File: config.mk
export PLATFORM = sky130hd
export DESIGN_NAME = halt_wake_seq
export DESIGN_NICKNAME = d
export VERILOG_FILES = /design/src/rtl/hws_pkg.sv /design/src/rtl/hws_wake_sel.sv /design/src/rtl/hws_delay_ctr.sv /design/src/rtl/hws_clk_gate.sv /design/src/rtl/hws_mask_ctl.sv /design/src/rtl/halt_wake_seq.sv
export SDC_FILE = /design/constraint.sdc
export NUM_CORES = 1
export LEC_CHECK = 0
export ABC_CLOCK_PERIOD_IN_PS = 1600
export BUFFER_PORTS_ARGS = -buffer_cell sky130_fd_sc_hd__clkbuf_2
export CAP_MARGIN = 20
export CORE_ASPECT_RATIO = 1.2
export CORE_MARGIN = 1
export CORE_UTILIZATION = 44
export CTS_CLUSTER_SIZE = 14
export DETAILED_ROUTE_END_ITERATION = 7
export PLACE_DENSITY = 0.84
export REMOVE_ABC_BUFFERS = 1
export SYNTH_ARGS = -nofsm -noshare
export SYNTH_HDL_FRONTEND = slang
export SYNTH_HIERARCHICAL = 1
export SYNTH_SLANG_ARGS = --single-unit
export TNS_END_PERCENT = 10
File: constraint.sdc
create_clock -name clk -period 1.6 [get_ports clk]
set_input_delay 0.08 -clock clk [delete_from_list [all_inputs] [get_ports clk]]
set_output_delay 0.08 -clock clk [all_outputs]
set_load 0.05 [all_outputs]
File: src/rtl/hws_pkg.sv
package hws_pkg;
   typedef enum logic [1:0] {
      ST_RUN  = 2'd0,
      ST_HALT = 2'd1,
      ST_AWU  = 2'd2,
      ST_WAKE = 2'd3
   } hws_state_e;

   localparam logic [1:0] IMASK_AT_RESET = 2'b11;
endpackage

File: src/rtl/hws_wake_sel.sv
module hws_wake_sel #(
   parameter int                NUM_IRQ   = 8,
   parameter logic [NUM_IRQ-1:0] WAKE_MASK = '1,
   localparam int               IDW       = $clog2(NUM_IRQ)
) (
   input  logic [NUM_IRQ-1:0]   pending,
   input  logic [2*NUM_IRQ-1:0] prio_vec,
   input  logic                 awu_mode,
   output logic                 hit,
   output logic [IDW-1:0]       hit_id,
   output logic [1:0]           hit_prio
);
   logic [NUM_IRQ-1:0] qual;

   // line 0 is the tick, usable only when its oscillator runs
   assign qual[0] = pending[0] & awu_mode;

   genvar g;
   generate
      for (g = 1; g < NUM_IRQ; g++) begin : g_qual
         if (WAKE_MASK[g]) begin : g_on
            assign qual[g] = pending[g];
         end else begin : g_off
            assign qual[g] = 1'b0;
         end
      end
   endgenerate

   always_comb begin
      hit      = |qual;
      hit_id   = '0;
      hit_prio = prio_vec[1:0];
      for (int i = NUM_IRQ - 1; i >= 0; i--) begin
         if (qual[i]) begin
            hit_id   = IDW'(i);
            hit_prio = prio_vec[2*i +: 2];
         end
      end
   end
endmodule

File: src/rtl/hws_delay_ctr.sv
module hws_delay_ctr #(
   parameter int SHORT_DLY = 256,
   parameter int LONG_DLY  = 4096,
   localparam int CW       = $clog2(LONG_DLY)
) (
   input  logic clk,
   input  logic rst_n,
   input  logic run,
   input  logic long_sel,
   output logic done
);
   localparam logic [CW-1:0] SHORT_LAST = CW'(SHORT_DLY - 1);
   localparam logic [CW-1:0] LONG_LAST  = CW'(LONG_DLY - 1);

   logic [CW-1:0] cnt;
   logic [CW-1:0] last;

   assign last = long_sel ? LONG_LAST : SHORT_LAST;
   assign done = run && (cnt == last);

   always_ff @(posedge clk or negedge rst_n) begin
      if (!rst_n) begin
         cnt <= '0;
      end else if (!run || done) begin
         cnt <= '0;
      end else begin
         cnt <= cnt + 1'b1;
      end
   end
endmodule

File: src/rtl/hws_clk_gate.sv
module hws_clk_gate
   import hws_pkg::*;
#(
   parameter int NUM_PERIPH = 4
) (
   input  hws_state_e            state,
   input  logic                  from_awu,
   input  logic [NUM_PERIPH-1:0] ext_clk,
   output logic                  mosc_en,
   output logic [NUM_PERIPH-1:0] periph_en,
   output logic                  cpu_en,
   output logic                  awu_en
);
   logic running;

   assign running = (state == ST_RUN);
   assign cpu_en  = running;
   assign mosc_en = running || (state == ST_WAKE);
   assign awu_en  = (state == ST_AWU) || ((state == ST_WAKE) && from_awu);

   genvar p;
   generate
      for (p = 0; p < NUM_PERIPH; p++) begin : g_per
         assign periph_en[p] = running | ext_clk[p];
      end
   endgenerate
endmodule

File: src/rtl/hws_mask_ctl.sv
module hws_mask_ctl
   import hws_pkg::*;
(
   input  logic       clk,
   input  logic       rst_n,
   input  logic       svc_set,
   input  logic [1:0] svc_prio,
   input  logic       rst_path,
   input  logic       iret,
   output logic [1:0] imask
);
   logic [1:0] saved;

   always_ff @(posedge clk or negedge rst_n) begin
      if (!rst_n) begin
         imask <= IMASK_AT_RESET;
         saved <= IMASK_AT_RESET;
      end else if (rst_path) begin
         imask <= IMASK_AT_RESET;
         saved <= IMASK_AT_RESET;
      end else if (svc_set) begin
         saved <= imask;
         imask <= svc_prio;
      end else if (iret) begin
         imask <= saved;
      end
   end
endmodule

File: src/rtl/halt_wake_seq.sv
module halt_wake_seq
   import hws_pkg::*;
#(
   parameter int                 NUM_IRQ    = 8,
   parameter int                 NUM_PERIPH = 4,
   parameter int                 SHORT_DLY  = 256,
   parameter int                 LONG_DLY   = 4096,
   parameter logic [NUM_IRQ-1:0] WAKE_MASK  = 8'hA5,
   localparam int                IDW        = $clog2(NUM_IRQ)
) (
   input  logic                  clk,
   input  logic                  rst_n,
   input  logic                  halt_req,
   input  logic                  awu_en,
   input  logic                  wdg_active,
   input  logic                  wdg_halt_opt,
   input  logic                  long_dly_sel,
   input  logic                  rst_wake,
   input  logic [NUM_IRQ-1:0]    irq_pending,
   input  logic [2*NUM_IRQ-1:0]  irq_prio,
   input  logic                  iret,
   input  logic [NUM_PERIPH-1:0] periph_ext_clk,
   output logic [1:0]            state_o,
   output logic                  mosc_en,
   output logic [NUM_PERIPH-1:0] periph_clk_en,
   output logic                  cpu_clk_en,
   output logic                  awu_osc_en,
   output logic                  wdg_rst,
   output logic                  fetch_rst_vec,
   output logic                  irq_svc,
   output logic [IDW-1:0]        irq_svc_id,
   output logic [1:0]            imask
);
   initial begin
      if (NUM_IRQ < 2 || NUM_PERIPH < 1)
         $fatal(1, "halt_wake_seq: NUM_IRQ must be >= 2 and NUM_PERIPH >= 1");
      if (SHORT_DLY < 2 || SHORT_DLY >= LONG_DLY)
         $fatal(1, "halt_wake_seq: need 2 <= SHORT_DLY < LONG_DLY");
   end

   hws_state_e     state, state_nx;
   logic           from_awu;
   logic           cause_rst;
   logic [IDW-1:0] wake_id;
   logic [1:0]     wake_prio;
   logic           wdg_rst_q, fetch_q, svc_q;

   logic           halted;
   logic           sel_hit;
   logic [IDW-1:0] sel_id;
   logic [1:0]     sel_prio;
   logic           wake_now;
   logic           halt_to_rst;
   logic           dly_done;

   assign halted      = (state == ST_HALT) || (state == ST_AWU);
   assign wake_now    = halted && (rst_wake || sel_hit);
   assign halt_to_rst = wdg_active && wdg_halt_opt;

   hws_wake_sel #(
      .NUM_IRQ   (NUM_IRQ),
      .WAKE_MASK (WAKE_MASK)
   ) u_sel (
      .pending  (irq_pending),
      .prio_vec (irq_prio),
      .awu_mode (state == ST_AWU),
      .hit      (sel_hit),
      .hit_id   (sel_id),
      .hit_prio (sel_prio)
   );

   hws_delay_ctr #(
      .SHORT_DLY (SHORT_DLY),
      .LONG_DLY  (LONG_DLY)
   ) u_dly (
      .clk      (clk),
      .rst_n    (rst_n),
      .run      (state == ST_WAKE),
      .long_sel (long_dly_sel),
      .done     (dly_done)
   );

   hws_clk_gate #(
      .NUM_PERIPH (NUM_PERIPH)
   ) u_gate (
      .state     (state),
      .from_awu  (from_awu),
      .ext_clk   (periph_ext_clk),
      .mosc_en   (mosc_en),
      .periph_en (periph_clk_en),
      .cpu_en    (cpu_clk_en),
      .awu_en    (awu_osc_en)
   );

   hws_mask_ctl u_mask (
      .clk      (clk),
      .rst_n    (rst_n),
      .svc_set  (dly_done && !cause_rst),
      .svc_prio (wake_prio),
      .rst_path (dly_done && cause_rst),
      .iret     (iret && (state == ST_RUN)),
      .imask    (imask)
   );

   always_comb begin
      state_nx = state;
      unique case (state)
         ST_RUN: begin
            if (halt_req && !halt_to_rst)
               state_nx = awu_en ? ST_AWU : ST_HALT;
         end
         ST_HALT, ST_AWU: begin
            if (wake_now)
               state_nx = ST_WAKE;
         end
         ST_WAKE: begin
            if (dly_done)
               state_nx = ST_RUN;
         end
         default: state_nx = ST_RUN;
      endcase
   end

   always_ff @(posedge clk or negedge rst_n) begin
      if (!rst_n) begin
         state     <= ST_RUN;
         from_awu  <= 1'b0;
         cause_rst <= 1'b0;
         wake_id   <= '0;
         wake_prio <= '0;
         wdg_rst_q <= 1'b0;
         fetch_q   <= 1'b0;
         svc_q     <= 1'b0;
      end else begin
         state     <= state_nx;
         wdg_rst_q <= (state == ST_RUN) && halt_req && halt_to_rst;
         fetch_q   <= dly_done && cause_rst;
         svc_q     <= dly_done && !cause_rst;
         if (wake_now) begin
            from_awu  <= (state == ST_AWU);
            cause_rst <= rst_wake;
            wake_id   <= sel_id;
            wake_prio <= sel_prio;
         end
      end
   end

   assign state_o       = state;
   assign wdg_rst       = wdg_rst_q;
   assign fetch_rst_vec = fetch_q;
   assign irq_svc       = svc_q;
   assign irq_svc_id    = wake_id;
endmodule

# == Word-level counts from Yosys, hierarchy flattened ==
# Index checks and enable logic that the tools add are counted.
# word_totals
register_bits,28
in_bits,37
output_inout_bits,17
wordCells,68
# classes
add_sub_neg,1
eq_ne,7
n_mux,20
bitwise,5
n_reduce_logical,24
# ops
op,count
$mux W2,13
$mux W12,2
$add A12 B1 Y12 const B,1
$eq A12 B12 Y1,1
$mux W3,4
$logic_and A1 B1 Y1,10
$ne A2 B2 Y1 const B,3
$pmux W2 S3,1
$logic_or A1 B1 Y1,5
$eq A2 B2 Y1 const B,2
$or A1 B1 Y1,4
$reduce_or A4 Y1,1
$logic_not A1 Y1,3
$reduce_and A3 Y1,1
$reduce_bool A3 Y1,1
$eq A2 B1 Y1 const B,1
$logic_not A2 Y1,1
$reduce_bool A2 Y1,1
$reduce_or A2 Y1,1
$and A1 B1 Y1,1

# == Longest topological paths before layout ==
# Gate-level depths: netlist of the first run.
# depth
ltp_word,7
mapped_depth,8

# == Cells and area by module ==
# Netlist of the first run, hierarchy kept.
# by_module_without_submodules
module,n_inst,cells_per_inst,area_each_um2
hws_delay_ctr,1,56,598.1
halt_wake_seq,1,41,538.0
hws_mask_ctl,1,15,185.2
hws_wake_sel,1,21,125.1
hws_clk_gate,1,11,81.3

# == Least setup slack after synthesis of the first run ==
# Ideal clock, no wire load.
# synth_timing
kind,register to register
start,reg state[0] (netlist: state_o[0])
end,reg from_awu
setup_ps,125
arrival_time_ps,1955
setup_slack_ps,-480
stages_incl_launch_ff,7
path_buffers,0
cell_sequence,dfrtp_1 -> inv_1 -> ha_1 -> nand2_1 -> nand3_1 -> o21ai_2 -> mux2_2
# synth_via
elab_chain_len,5
word_cells_on_any_way,7
# synth_rtl
item,line_no,text
from (decl),halt_wake_seq.sv:41,"hws_state_e state, state_nx;"
from (signal assigned),halt_wake_seq.sv:135,state <= state_nx;
$eq A2 B2 Y1,halt_wake_seq.sv:66,".awu_mode (state == ST_AWU),"
$and A1 B1 Y1,hws_wake_sel.sv:16,assign qual[0] = pending[0] & awu_mode;
$reduce_or A4 Y1,hws_wake_sel.sv:30,hit = |qual;
net sel_hit,halt_wake_seq.sv:49,logic sel_hit;
$logic_or A1 B1 Y1,halt_wake_seq.sv:57,assign wake_now = halted && (rst_wake || sel_hit);
$logic_and A1 B1 Y1,halt_wake_seq.sv:57,
to (signal assigned),halt_wake_seq.sv:140,from_awu <= (state == ST_AWU);
to (decl),halt_wake_seq.sv:42,logic from_awu;
# The timed path passes the listed nets, and every way through them passes these cells.
# A chain may end at the register's enable or synchronous reset.

# == Final worst setup path of the first run ==
# layout_timing
start,reg u_dly.cnt[0]
end,reg state[0] (netlist: state_o[0])
# layout_via
elab_chain_len,4
# layout_rtl
item,line_no,text
from (decl),hws_delay_ctr.sv:15,logic [CW-1:0] cnt;
from (signal assigned),hws_delay_ctr.sv:27,cnt <= cnt + 1'b1;
$eq A12 B12 Y1,hws_delay_ctr.sv:19,assign done = run && (cnt == last);
$logic_and A1 B1 Y1,hws_delay_ctr.sv:19,
net dly_done,halt_wake_seq.sv:54,logic dly_done;
$ne A2 B2 Y1 (no line),-,
$reduce_and A3 Y1 (no line),-,
# The timed path passes the listed nets, and every way through them passes these cells.

==> load_flow_metrics.sql, run 1 <==
INSERT INTO impl_metrics (metric_group, metric, value, unit) VALUES
('die', 'design.core.area', '3338', 'µm²'),
('clocking', 'cts_tree', 'done', ''),
('die', 'die_area', '3713', 'µm²'),
('clocking', 'clkTransAtPathRegs', '0.09', 'ns'),
('worst_hold_path', 'timing.hold.worst_path_depth', '3', ''),
('yosys', 'synthDominantCellAreaShare', '0.3931', ''),
('yosys', 'yosys_most_used_dff', 'dfrtp_1', ''),
('worst_hold_path', 'hold_class', 'input port to flop', ''),
('grt', 'global_route.overflow_total', '0', ''),
('detailed_routing', 'drtAntennaViolNets', '0', ''),
('sta', 'fin_worst_hold_slack', '0.04365', 'ns'),
('critical_path', 'critPathRequiredTime', '1.80', 'ns'),
('critical_path', 'timing.rr.start', 'u_dly/cnt[0]$_DFF_PN0_', ''),
('sta', 'timing.final.crit_share', '1.086', ''),
('worst_hold_path', 'hold_path_end', 'cause_rst$_DFFE_PN0P_', ''),
('sta', 'finalCriticalPeriod', '1.737', 'ns'),
('sta', 'totalNegativeSetupSlack', '-0.4975', 'ns'),
('sta', 'timing.final.ws_setup', '-0.1370', 'ns'),
('critical_path', 'crit_path_end_kind', 'flop', ''),
('detailed_routing', 'top_layer', 'met4', ''),
('power', 'power_density', '1553', 'nW/µm²'),
('clocking', 'clk_path_buf_depth', '2', ''),
('detailed_routing', 'detailedRoute.firstIterationViolations', '21', ''),
('critical_path', 'cp_slowest_stage_delay', '0.36', 'ns'),
('detailed_routing', 'drc', '0', ''),
('flow_run', 'cap_viol_max_count', '0', ''),
('cells_and_area', 'areaGrowthSynthToFinish', '39.48', '%'),
('cells_and_area', 'n_antenna_cell', '0', ''),
('sta', 'slew_headroom', '0.5437', ''),
('clocking', 'clock-sinks', '28', ''),
('yosys', 'post_synth_num_cell_types', '39', ''),
('grt', 'grt_max_degree', '29', ''),
('sta', 'grt_setup_unrepaired', 'true', ''),
('clocking', 'numCtsBuffers', '3', ''),
('grt', 'vias_in_the_first_global_route', '1303', ''),
('die', 'num_rows', '23', ''),
('detailed_routing', 'detail_route.wirelength.met1', '1272', 'µm'),
('critical_path', 'cp_data_arrival_time', '1.94', 'ns'),
('yosys', 'synthesis.yosys.warnings', '6', ''),
('detailed_routing', 'avgRoutedWirePerCell', '12.31', 'µm'),
('yosys', 'synthesis.instances', '144', ''),
('sta', 'hold_viol_final', '0', ''),
('yosys', 'synth_area_leaders', 'dfrtp_1, dfstp_2, ha_1', ''),
('clocking', 'cts_max_level', '1', ''),
('detailed_routing', 'detail_route.vias_per_cell', '4.996', ''),
('yosys', 'synth_top_area_cell', 'dfrtp_1', ''),
('outcome', 'outcome', 'complete, but fails checks', ''),
('clocking', 'insertion_delay', '0.27', 'ns'),
('placed_design', 'post-dp-hpwl', '2406', 'µm'),
('sta', 'setup_viol', '6', ''),
('critical_path', 'worst_setup_path_startpoint', 'u_dly/cnt[0]$_DFF_PN0_', ''),
('outcome', 'violations', 'setup timing', ''),
('yosys', 'number_of_synthesized_flops_with_an_enable_pin', '0', ''),
('yosys', 'synth-seq-area-share', '0.4619', ''),
('critical_path', 'critical-path-slowest-cell', 'dfrtp_1', ''),
('clocking', 'clockRootBuffer', 'clkbuf_8', ''),
('worst_hold_path', 'worst_hold_startpoint', 'rst_wake', ''),
('yosys', 'asyncSetResetFlopFracSynth', '1.000', ''),
('sta', 'worst-slew-pin-transition', '0.6845', 'ns'),
('power', 'vdd_ir_drop_max', '1369', 'µV'),
('critical_path', 'register_to_register_setup_slack', '-0.14', 'ns'),
('cells_and_area', 'finish.instance_area', '2131', 'µm²'),
('critical_path', 'start_kind', 'flop', ''),
('sta', 'max_freq', '575.7', 'MHz'),
('grt', 'first_pass_grt_wire_length', '5181', 'µm'),
('detailed_routing', 'postRouteWirelength', '3091', 'µm'),
('grt', 'grt_antenna_before_repair', '0', ''),
('die', 'die_x', '55.79', 'µm'),
('yosys', 'syn_avg_cell_area', '10.61', 'µm²'),
('die', 'floorplan.initialDensity', '0.4576', ''),
('grt', 'grtUsageTotal', '0.1799', '');
==> layer usage <==
layer | up-vias | GRT usage
met1 | 586 | 0.1998
met5 | - | 0
met3 | 5 | 0.03107
li1 | 632 | -
met4 | 0 | 0.06563
met2 | 31 | 0.3434
==> sequential cells by signal (all words and copies together), names as in the netlist <==
name           flops
u_dly/cnt         12
cause_rst          1
wdg_rst            1
wake_prio          2
u_mask/imask       2
fetch_rst_vec      1
u_mask/saved       2
state_o            2
from_awu           1
irq_svc_id         3
irq_svc            1
==> stage by stage <==
stage	instances	total power, W
after floorplan	142	0.002154
after detailed placement	245	0.002737
after global placement	245	0.002690
after global routing	251	0.003530
final	251	0.003308
after CTS	250	0.003254
==> cells in the final DEF, fill, tap and decap left out, types with 3 or more instances in the layout <==
master and n:
dfstp_2 4, inv_1 6, xor2_1 8, nand3_1 4, mux2_2 6, nor2_1 16
ha_1 4, and2_1 5, dfrtp_1 24, a21oi_1 3, nand4_1 3, buf_4 24
clkbuf_8 5, clkbuf_2 36, nand2_1 8, mux2i_1 5
==> layout make-up <==
class                           count  area (µm²)
Clock buffer                        4       45.04
Fill cell                         275        1207
Inverter                            8       30.03
Multi-Input combinational cell    106       848.3
Sequential cell                    28       705.7
Tap cell                           37       46.29
Timing Repair Buffer               68       455.4
==> how the worst max path moves through the flow <==
stage          slack, ns                          end
6_report           -0.14       state_o[0]$_DFFE_PN0P_
3_3_place_gp       -0.08  u_mask/saved[0]$_DFFE_PN1P_
5_1_grt            -0.21       state_o[1]$_DFFE_PN0P_
3_5_place_dp       -0.19  u_mask/saved[1]$_DFFE_PN1P_
4_1_cts            -0.13  u_mask/saved[0]$_DFFE_PN1P_
2_1_floorplan      -0.48         from_awu$_DFFE_PN0P_
==> Yosys cell counts (2+ instances only) <==
library cell and n:
nand2_1 8, nand4_1 3, and3_1 2, mux2i_1 5, nand3_1 4, ha_1 8
a31oi_1 2, dfrtp_1 24, mux2_1 2, mux2_2 6, nor3_1 2, and3_2 2
nor2b_1 2, nor3b_1 3, o211ai_1 2, or2_1 4, and2_1 6, nor2_1 17
xnor2_1 2, inv_1 8, dfstp_2 4, nand2b_1 2, xor2_1 8, a21oi_1 3
==> where the power goes <==
group	switching, W	internal (W)	total [W]	leakage (nW)
logic	0.00113	0.000845	0.00198	0.730
registers	0.0000902	0.000852	0.000942	0.358
clock network	0.000209	0.000179	0.000388	0.0228
==> critical path, delay by kind of cell, from the launching register on <==
family	cells	cell delay (ns)
buffers and inverters	2	0.24
multiplexers	1	0.17
AND/OR/NAND/NOR	3	0.45
flip-flops	1	0.36
adder cells (fa/ha/maj)	1	0.18
AO/OA/AOI/OAI	1	0.26
==> kinds of logic (layout without fill, tap and decap cells) <==
family / after synthesis / after routing / share of synthesized area
AOI/OAI and AO/OA: 16 / 16 / 0.08599
muxes: 13 / 13 / 0.09173
DFF: 28 / 28 / 0.4619
adders and majority gates: 8 / 8 / 0.06552
xor gates and xnor gates: 10 / 10 / 0.05733
buffers and inverters: 10 / 80 / 0.02785
and+or+nand+nor: 59 / 59 / 0.2097
==> what timing repair did <==
| item | CTS | global route |
|---|---|---|
| pin swaps | 7 | 4 |
| hold buffers | 1 | 0 |
| endpoints found under the hold margin | 24 | 0 |
| setup buffers | 0 | 1 |
| resized for setup | 18 | 12 |
| setup endpoints to repair | 17 | 18 |
Power figures use the tool's default switching activity.
==> run 2, diff against run 1 <==
==> constraint.sdc (replaced) <==
create_clock -name clk -period 1.6 [get_ports clk]
set_input_delay 0.08 -clock clk [delete_from_list [all_inputs] [get_ports clk]]
set_output_delay 0.08 -clock clk [all_outputs]
set_load 0.1 [all_outputs]
==> run 2 against run 1 <==
The run still ends with setup timing left. Die area unchanged. First-iteration DRC count is 9.5% higher. Non-clock buffer count rose by 2. Utilization grew 2.3 points. Total power up 28%. Global-route usage rose by 0.71 points. Routed wire length grew 7.9%. Combinational power up 43%.
==> load_flow_metrics.sql, run 2 (same netlist as run 1, synthesis figures left out) <==
INSERT INTO impl_metrics (metric_group, metric, value, unit) VALUES
('cells_and_area', 'layout_commonest_cell', 'clkbuf_2', ''),
('critical_path', 'path_buf_inv', '2', ''),
('critical_path', 'critical-path-top-delay-family', 'simple AND/OR/NAND/NOR gates', ''),
('placed_design', 'dp_cell_count', '245', ''),
('worst_hold_path', 'worst_hold_startpoint', 'rst_wake', ''),
('clocking', 'clock-sinks', '28', ''),
('detailed_routing', 'avgRoutedWirePerCell', '13.18', 'µm'),
('sta', 'timing.final.ws_setup', '-0.1510', 'ns'),
('die', 'num_rows', '23', ''),
('clocking', 'numCtsBuffers', '3', ''),
('clocking', 'clk_path_buf_depth', '2', ''),
('grt', 'grt_antenna_before_repair', '0', ''),
('worst_hold_path', 'timing.hold.worst_path_depth', '3', ''),
('die', 'pin_count', '54', ''),
('cells_and_area', 'areaGrowthSynthToFinish', '44.47', '%'),
('detailed_routing', 'drtAntennaViolNets', '0', ''),
('clocking', 'cts_max_level', '1', ''),
('detailed_routing', 'detailedRoute.firstPassIterationCount', '4', ''),
('grt', 'first_pass_grt_wire_length', '5402', 'µm'),
('placed_design', 'numPortBuffers', '41', ''),
('grt', 'grtUsageTotal', '0.1870', ''),
('cells_and_area', 'fillCellCount', '248', ''),
('critical_path', 'crit_chain', 'ha_1 -> and3_4 -> nand2_4 -> nor3b_4 -> inv_1 -> a222oi_1 -> buf_4 -> mux2i_1', ''),
('die', 'die_h', '66.55', 'µm'),
('sta', 'fin_worst_hold_slack', '0.05033', 'ns'),
('placed_design', 'post-dp-hpwl', '2444', 'µm'),
('critical_path', 'crit_path_end_kind', 'flop', ''),
('die', 'floorplan.initialDensity', '0.4576', ''),
('critical_path', 'register_to_register_setup_slack', '-0.15', 'ns'),
('sta', 'worst-slew-pin-transition', '0.6783', 'ns'),
('sta', 'grt_setup_unrepaired', 'true', ''),
('sta', 'slew_headroom', '0.5478', ''),
('critical_path', 'cp_slowest_stage_delay', '0.37', 'ns'),
('critical_path', 'timing_worst_setup_path_type', 'flop to flop', ''),
('power', 'vdd_ir_drop_max', '2476', 'µV'),
('outcome', 'outcome', 'complete, but fails checks', ''),
('critical_path', 'timing.rr.start', 'u_dly/cnt[1]$_DFF_PN0_', ''),
('power', 'power_density', '1912', 'nW/µm²'),
('critical_path', 'critPathRequiredTime', '1.80', 'ns'),
('die', 'die_x', '55.79', 'µm'),
('cells_and_area', 'post_route_cells_drive_above_1_share', '0.4815', ''),
('sta', 'setup_viol', '8', ''),
('die', 'die_area', '3713', 'µm²'),
('cells_and_area', 'final_net_count', '262', ''),
('detailed_routing', 'detail_route.vias_per_cell', '5.146', ''),
('detailed_routing', 'drc', '0', ''),
('grt', 'grt_max_degree', '29', ''),
('sta', 'finalCriticalPeriod', '1.751', 'ns'),
('sta', 'hold_viol_final', '0', ''),
('outcome', 'violations', 'setup timing', ''),
('cells_and_area', 'most-common-layout-cells', 'clkbuf_2, buf_4, dfrtp_1, nor2_1', ''),
('cells_and_area', 'regMostFlops', 'u_dly/cnt', ''),
('detailed_routing', 'detailedRoute.firstIterationViolations', '23', ''),
('sta', 'max_freq', '571.1', 'MHz'),
('clocking', 'cts_tree', 'done', ''),
('critical_path', 'critical-path-slowest-cell', 'dfrtp_1', ''),
('clocking', 'clkTransAtPathRegs', '0.09', 'ns'),
('placed_design', 'placer_congestion_estimate', '0.8173', ''),
('detailed_routing', 'num_vias', '1302', ''),
('power', 'leakagePower', '1.156', 'nW'),
('sta', 'timing.final.crit_share', '1.094', ''),
('die', 'design.core.area', '3338', 'µm²'),
('clocking', 'insertion_delay', '0.27', 'ns'),
('cells_and_area', 'n_antenna_cell', '0', ''),
('grt', 'vias_in_the_first_global_route', '1303', ''),
('worst_hold_path', 'hold_class', 'input port to flop', ''),
('detailed_routing', 'postRouteWirelength', '3334', 'µm'),
('critical_path', 'worst_r2r_endpoint', 'state_o[1]$_DFFE_PN0P_', ''),
('worst_hold_path', 'hold_path_end', 'cause_rst$_DFFE_PN0P_', ''),
('clocking', 'clockRootBuffer', 'clkbuf_8', ''),
('flow_run', 'cap_viol_max_count', '0', ''),
('critical_path', 'reg2regPathDepth', '8', ''),
('sta', 'maxSlewViolCount', '0', ''),
('critical_path', 'critical_path_peak_fanout', '2', ''),
('sta', 'clock_skew', '0.006256', 'ns'),
('cells_and_area', 'largest_register_ffs', '12', ''),
('critical_path', 'cp_data_arrival_time', '1.95', 'ns'),
('critical_path', 'start_kind', 'flop', ''),
('cells_and_area', 'layoutNonFillerInstCount', '253', ''),
('grt', 'global_route.overflow_total', '0', ''),
('placed_design', 'dpl_worst_slack', '-0.1497', 'ns');
run 2: cell count changes in the layout (fill, tap and decap cells not counted), moves of 2 or more:
cell	previous run	this run
clkbuf_2	36	34
or2_1	2	0
buf_4	24	27
buf_12	0	7
ha_1	4	6
buf_8	2	0
or2_4	2	4
run 2: cell type report:
| class | instances | area [µm²] | area share |
|---|---|---|---|
| multi-input combinational | 106 | 835.8 | 0.3787 |
| sequential | 28 | 705.7 | 0.3197 |
| timing repair buffer | 70 | 534.3 | 0.2421 |
| clock buffer | 4 | 55.05 | 0.02494 |
| tap | 37 | 46.29 | 0.02098 |
| inverter | 8 | 30.03 | 0.01361 |
run 2: tightest hold or removal path: cells and delay by family:
kind | cells | cell delay, ns
buffers and inverters | 1 | 0.11
AND/OR/NAND/NOR | 2 | 0.11
run 2: worst max path at each step:
stage / from / end / slack [ns] / cells after the start
after floorplan: state_o[0]$_DFFE_PN0P_ / periph_clk_en[0] / -1.09 / 3
after global placement: u_dly/cnt[0]$_DFF_PN0_ / u_mask/saved[0]$_DFFE_PN1P_ / -0.08 / 9
after detailed placement: u_dly/cnt[0]$_DFF_PN0_ / state_o[1]$_DFFE_PN0P_ / -0.15 / 8
after CTS: u_dly/cnt[0]$_DFF_PN0_ / state_o[1]$_DFFE_PN0P_ / -0.12 / 8
after global routing: u_dly/cnt[1]$_DFF_PN0_ / state_o[1]$_DFFE_PN0P_ / -0.24 / 8
final: u_dly/cnt[1]$_DFF_PN0_ / state_o[1]$_DFFE_PN0P_ / -0.15 / 8
run 2: routing by layer:
metal	GRT usage	part of all wire
met5	0	0
met3	0.02136	0.031
met1	0.2057	0.41
met4	0.05625	0.018
met2	0.3735	0.54
run 2: what timing repair did:
action	CTS	global route
hold buffers	1	0
pin swaps	2	0
gates resized for setup	5	11
setup endpoints to repair	16	17
buffers inserted	1	2
endpoints found under the hold margin	24	0
run 2: per-stage QoR:
stage	utilization	setup TNS (ns)	total power, W	cell area, µm²
after detailed placement	0.6169	-0.7509	0.003632	2059
final	0.6612	-0.5982	0.004220	2207
after CTS	0.6451	-0.4780	0.004097	2153
after global routing	0.6612	-1.667	0.004435	2207
after global placement	0.6169	-0.4378	0.003577	2059
after floorplan	-	-16.93	0.002718	1515
run 2: power breakdown:
group / internal, W / switching, W / leakage, nW
sequential: 0.000852 / 0.0000900 / 0.358
combinational: 0.00107 / 0.00177 / 0.770
clock: 0.000220 / 0.000215 / 0.0288
==> run 3, diff against run 2 <==
- ABC_CLOCK_PERIOD_IN_PS: 1600 -> 2050
- BUFFER_PORTS_ARGS: -buffer_cell sky130_fd_sc_hd__clkbuf_2 -> -buffer_cell sky130_fd_sc_hd__buf_2
- CORE_UTILIZATION: 44 -> 53
- PLACE_DENSITY: 0.84 -> 0.93
- clock period: 1.6 -> 2.05 ns (I/O delays scaled with it)
==> run 3 against run 2 <==
The flow now finishes without violations. Setup slack improved by 0.27 ns. Cell count down 11%. Hold slack got worse by 0.016 ns. Global-route usage is 2.5 points higher. Utilization increased by 3.8 points. Die area is 16% lower. Cell area decreased by 17%. Critical endpoint is now state_o[0]$_DFFE_PN0P_. Largest cell class unchanged. Largest power group unchanged.
==> load_flow_metrics.sql, run 3 (same netlist as run 1, synthesis figures left out) <==
INSERT INTO impl_metrics (metric_group, metric, value, unit) VALUES
('grt', 'grt_max_degree', '29', ''),
('critical_path', 'crit_path_end_kind', 'flop', ''),
('clocking', 'numCtsBuffers', '3', ''),
('die', 'die_h', '60.81', 'µm'),
('sta', 'finalCriticalPeriod', '1.927', 'ns'),
('grt', 'vias_in_the_first_global_route', '1266', ''),
('cells_and_area', 'largest_register_ffs', '12', ''),
('grt', 'grtUsageTotal', '0.2115', ''),
('placed_design', 'post-dp-hpwl', '2443', 'µm'),
('die', 'design.core.area', '2628', 'µm²'),
('die', 'die_x', '51.01', 'µm'),
('sta', 'grt_setup_unrepaired', 'false', ''),
('grt', 'grt_antenna_before_repair', '0', ''),
('clocking', 'clockRootBuffer', 'clkbuf_4', ''),
('cells_and_area', 'post-route-util', '0.6995', ''),
('worst_hold_path', 'hold_class', 'input port to flop', ''),
('sta', 'maxSlewViolCount', '0', ''),
('grt', 'global_route.overflow_total', '0', ''),
('clocking', 'cts_max_level', '1', ''),
('cells_and_area', 'fillCellCount', '207', ''),
('detailed_routing', 'detail_route.vias_per_cell', '5.330', ''),
('power', 'power_density', '1465', 'nW/µm²'),
('power', 'report.power.total', '0.002692', 'W'),
('placed_design', 'numPortBuffers', '41', ''),
('grt', 'first_pass_grt_wire_length', '4864', 'µm'),
('detailed_routing', 'drc', '0', ''),
('sta', 'timing.final.crit_share', '0.9399', ''),
('sta', 'hold_viol_final', '0', ''),
('cells_and_area', 'most-common-layout-cells', 'buf_2, dfrtp_1, nor2_1', ''),
('critical_path', 'start_kind', 'flop', ''),
('clocking', 'cts_tree', 'done', ''),
('critical_path', 'critPathRequiredTime', '2.29', 'ns'),
('detailed_routing', 'postRouteWirelength', '3043', 'µm'),
('placed_design', 'placer_congestion_estimate', '0.7916', ''),
('clocking', 'clock-sinks', '28', ''),
('clocking', 'clkTransAtPathRegs', '0.14', 'ns'),
('cells_and_area', 'final_net_count', '237', ''),
('cells_and_area', 'areaGrowthSynthToFinish', '20.31', '%'),
('detailed_routing', 'num_vias', '1194', ''),
('power', 'vdd_ir_drop_max', '1399', 'µV'),
('sta', 'timing.final.ws_setup', '0.1232', 'ns'),
('cells_and_area', 'n_antenna_cell', '0', ''),
('sta', 'slew_headroom', '0.5938', ''),
('die', 'floorplan.initialDensity', '0.5814', ''),
('die', 'pin_count', '54', ''),
('outcome', 'outcome', 'finished, final reports clean', ''),
('detailed_routing', 'drtAntennaViolNets', '0', ''),
('die', 'num_rows', '20', ''),
('clocking', 'insertion_delay', '0.31', 'ns'),
('clocking', 'clk_path_buf_depth', '2', ''),
('flow_run', 'cap_viol_max_count', '0', ''),
('sta', 'max_freq', '519.0', 'MHz'),
('power', 'leakagePower', '0.9641', 'nW'),
('cells_and_area', 'post_route_cells_drive_above_1_share', '0.3508', ''),
('sta', 'clock_skew', '0.004749', 'ns'),
('cells_and_area', 'regMostFlops', 'u_dly/cnt', ''),
('detailed_routing', 'detailedRoute.firstPassIterationCount', '4', ''),
('sta', 'setup_viol', '0', ''),
('cells_and_area', 'layout_commonest_cell', 'buf_2', ''),
('critical_path', 'critical_path_peak_fanout', '4', ''),
('sta', 'worst-slew-pin-transition', '0.6094', 'ns'),
('detailed_routing', 'avgRoutedWirePerCell', '13.58', 'µm'),
('die', 'die_area', '3102', 'µm²'),
('critical_path', 'cp_data_arrival_time', '2.17', 'ns'),
('detailed_routing', 'detailedRoute.firstIterationViolations', '29', ''),
('placed_design', 'dpl_worst_slack', '0.06943', 'ns'),
('critical_path', 'timing_worst_setup_path_type', 'flop to flop', '');
[run 3: area by class of cell]
type	instances	area, µm²	area share
clock buffer	4	36.28	0.01974
inverter	8	30.03	0.01634
multi-input combinational	106	787.0	0.4282
sequential	28	705.7	0.3839
tap	33	41.29	0.02246
timing repair buffer	45	237.7	0.1293
[run 3: metrics by stage]
step                      area [µm²]  std cells  setup TNS [ns]  hold WS, ns
after floorplan                 1515        142          -6.869      -0.1931
after global placement          1777        218               0       0.1374
after detailed placement        1777        218               0       0.1476
after CTS                       1823        223               0     0.005565
after global routing            1838        224               0      0.02953
final                           1838        224               0      0.03391
[run 3: repair_timing]
action	4_1_cts	5_1_grt
hold buffers	1	0
hold endpoints to repair	24	0
gates resized for setup	0	1
endpoints found under the setup margin	0	6
setup buffers	0	1
[run 3: routing by layer]
| metal | part of all wire | GRT usage | vias up | routed length [µm] |
|---|---|---|---|---|
| met3 | 0.034 | 0.02757 | 6 | 102 |
| met5 | 0 | 0 | - | 0 |
| met1 | 0.38 | 0.1940 | 572 | 1168 |
| met2 | 0.57 | 0.4549 | 31 | 1738 |
| met4 | 0.011 | 0.08333 | 0 | 34 |
| li1 | - | - | 585 | - |
[run 3: final timing paths]
check	from	end	slack (ns)	depth (start not counted)
hold reg to reg	u_dly/cnt[0]$_DFF_PN0_	u_dly/cnt[0]$_DFF_PN0_	0.48	1
max in group asynchronous	rst_n	state_o[1]$_DFFE_PN0P_	1.34	2
setup reg to reg	u_dly/cnt[0]$_DFF_PN0_	state_o[0]$_DFFE_PN0P_	0.12	8
min in group asynchronous	rst_n	u_dly/cnt[10]$_DFF_PN0_	0.31	2
setup / recovery	u_dly/cnt[0]$_DFF_PN0_	state_o[0]$_DFFE_PN0P_	0.12	8
hold / removal	rst_wake	cause_rst$_DFFE_PN0P_	0.03	3
[run 3: where the power goes]
group	switching, W	internal (W)	total [W]
Clock	0.000148	0.000108	0.000256
Combinational	0.00126	0.000431	0.00169
Sequential	0.0000816	0.000664	0.000746
[run 3: worst max-delay path, stage by stage, from the launching register on]
cell,delay [ns]
dfrtp_1,0.39
ha_1,0.25
and3_2,0.25
nand2_4,0.07
nor3b_1,0.22
inv_1,0.08
a222oi_1,0.22
buf_4,0.18
mux2i_1,0.19
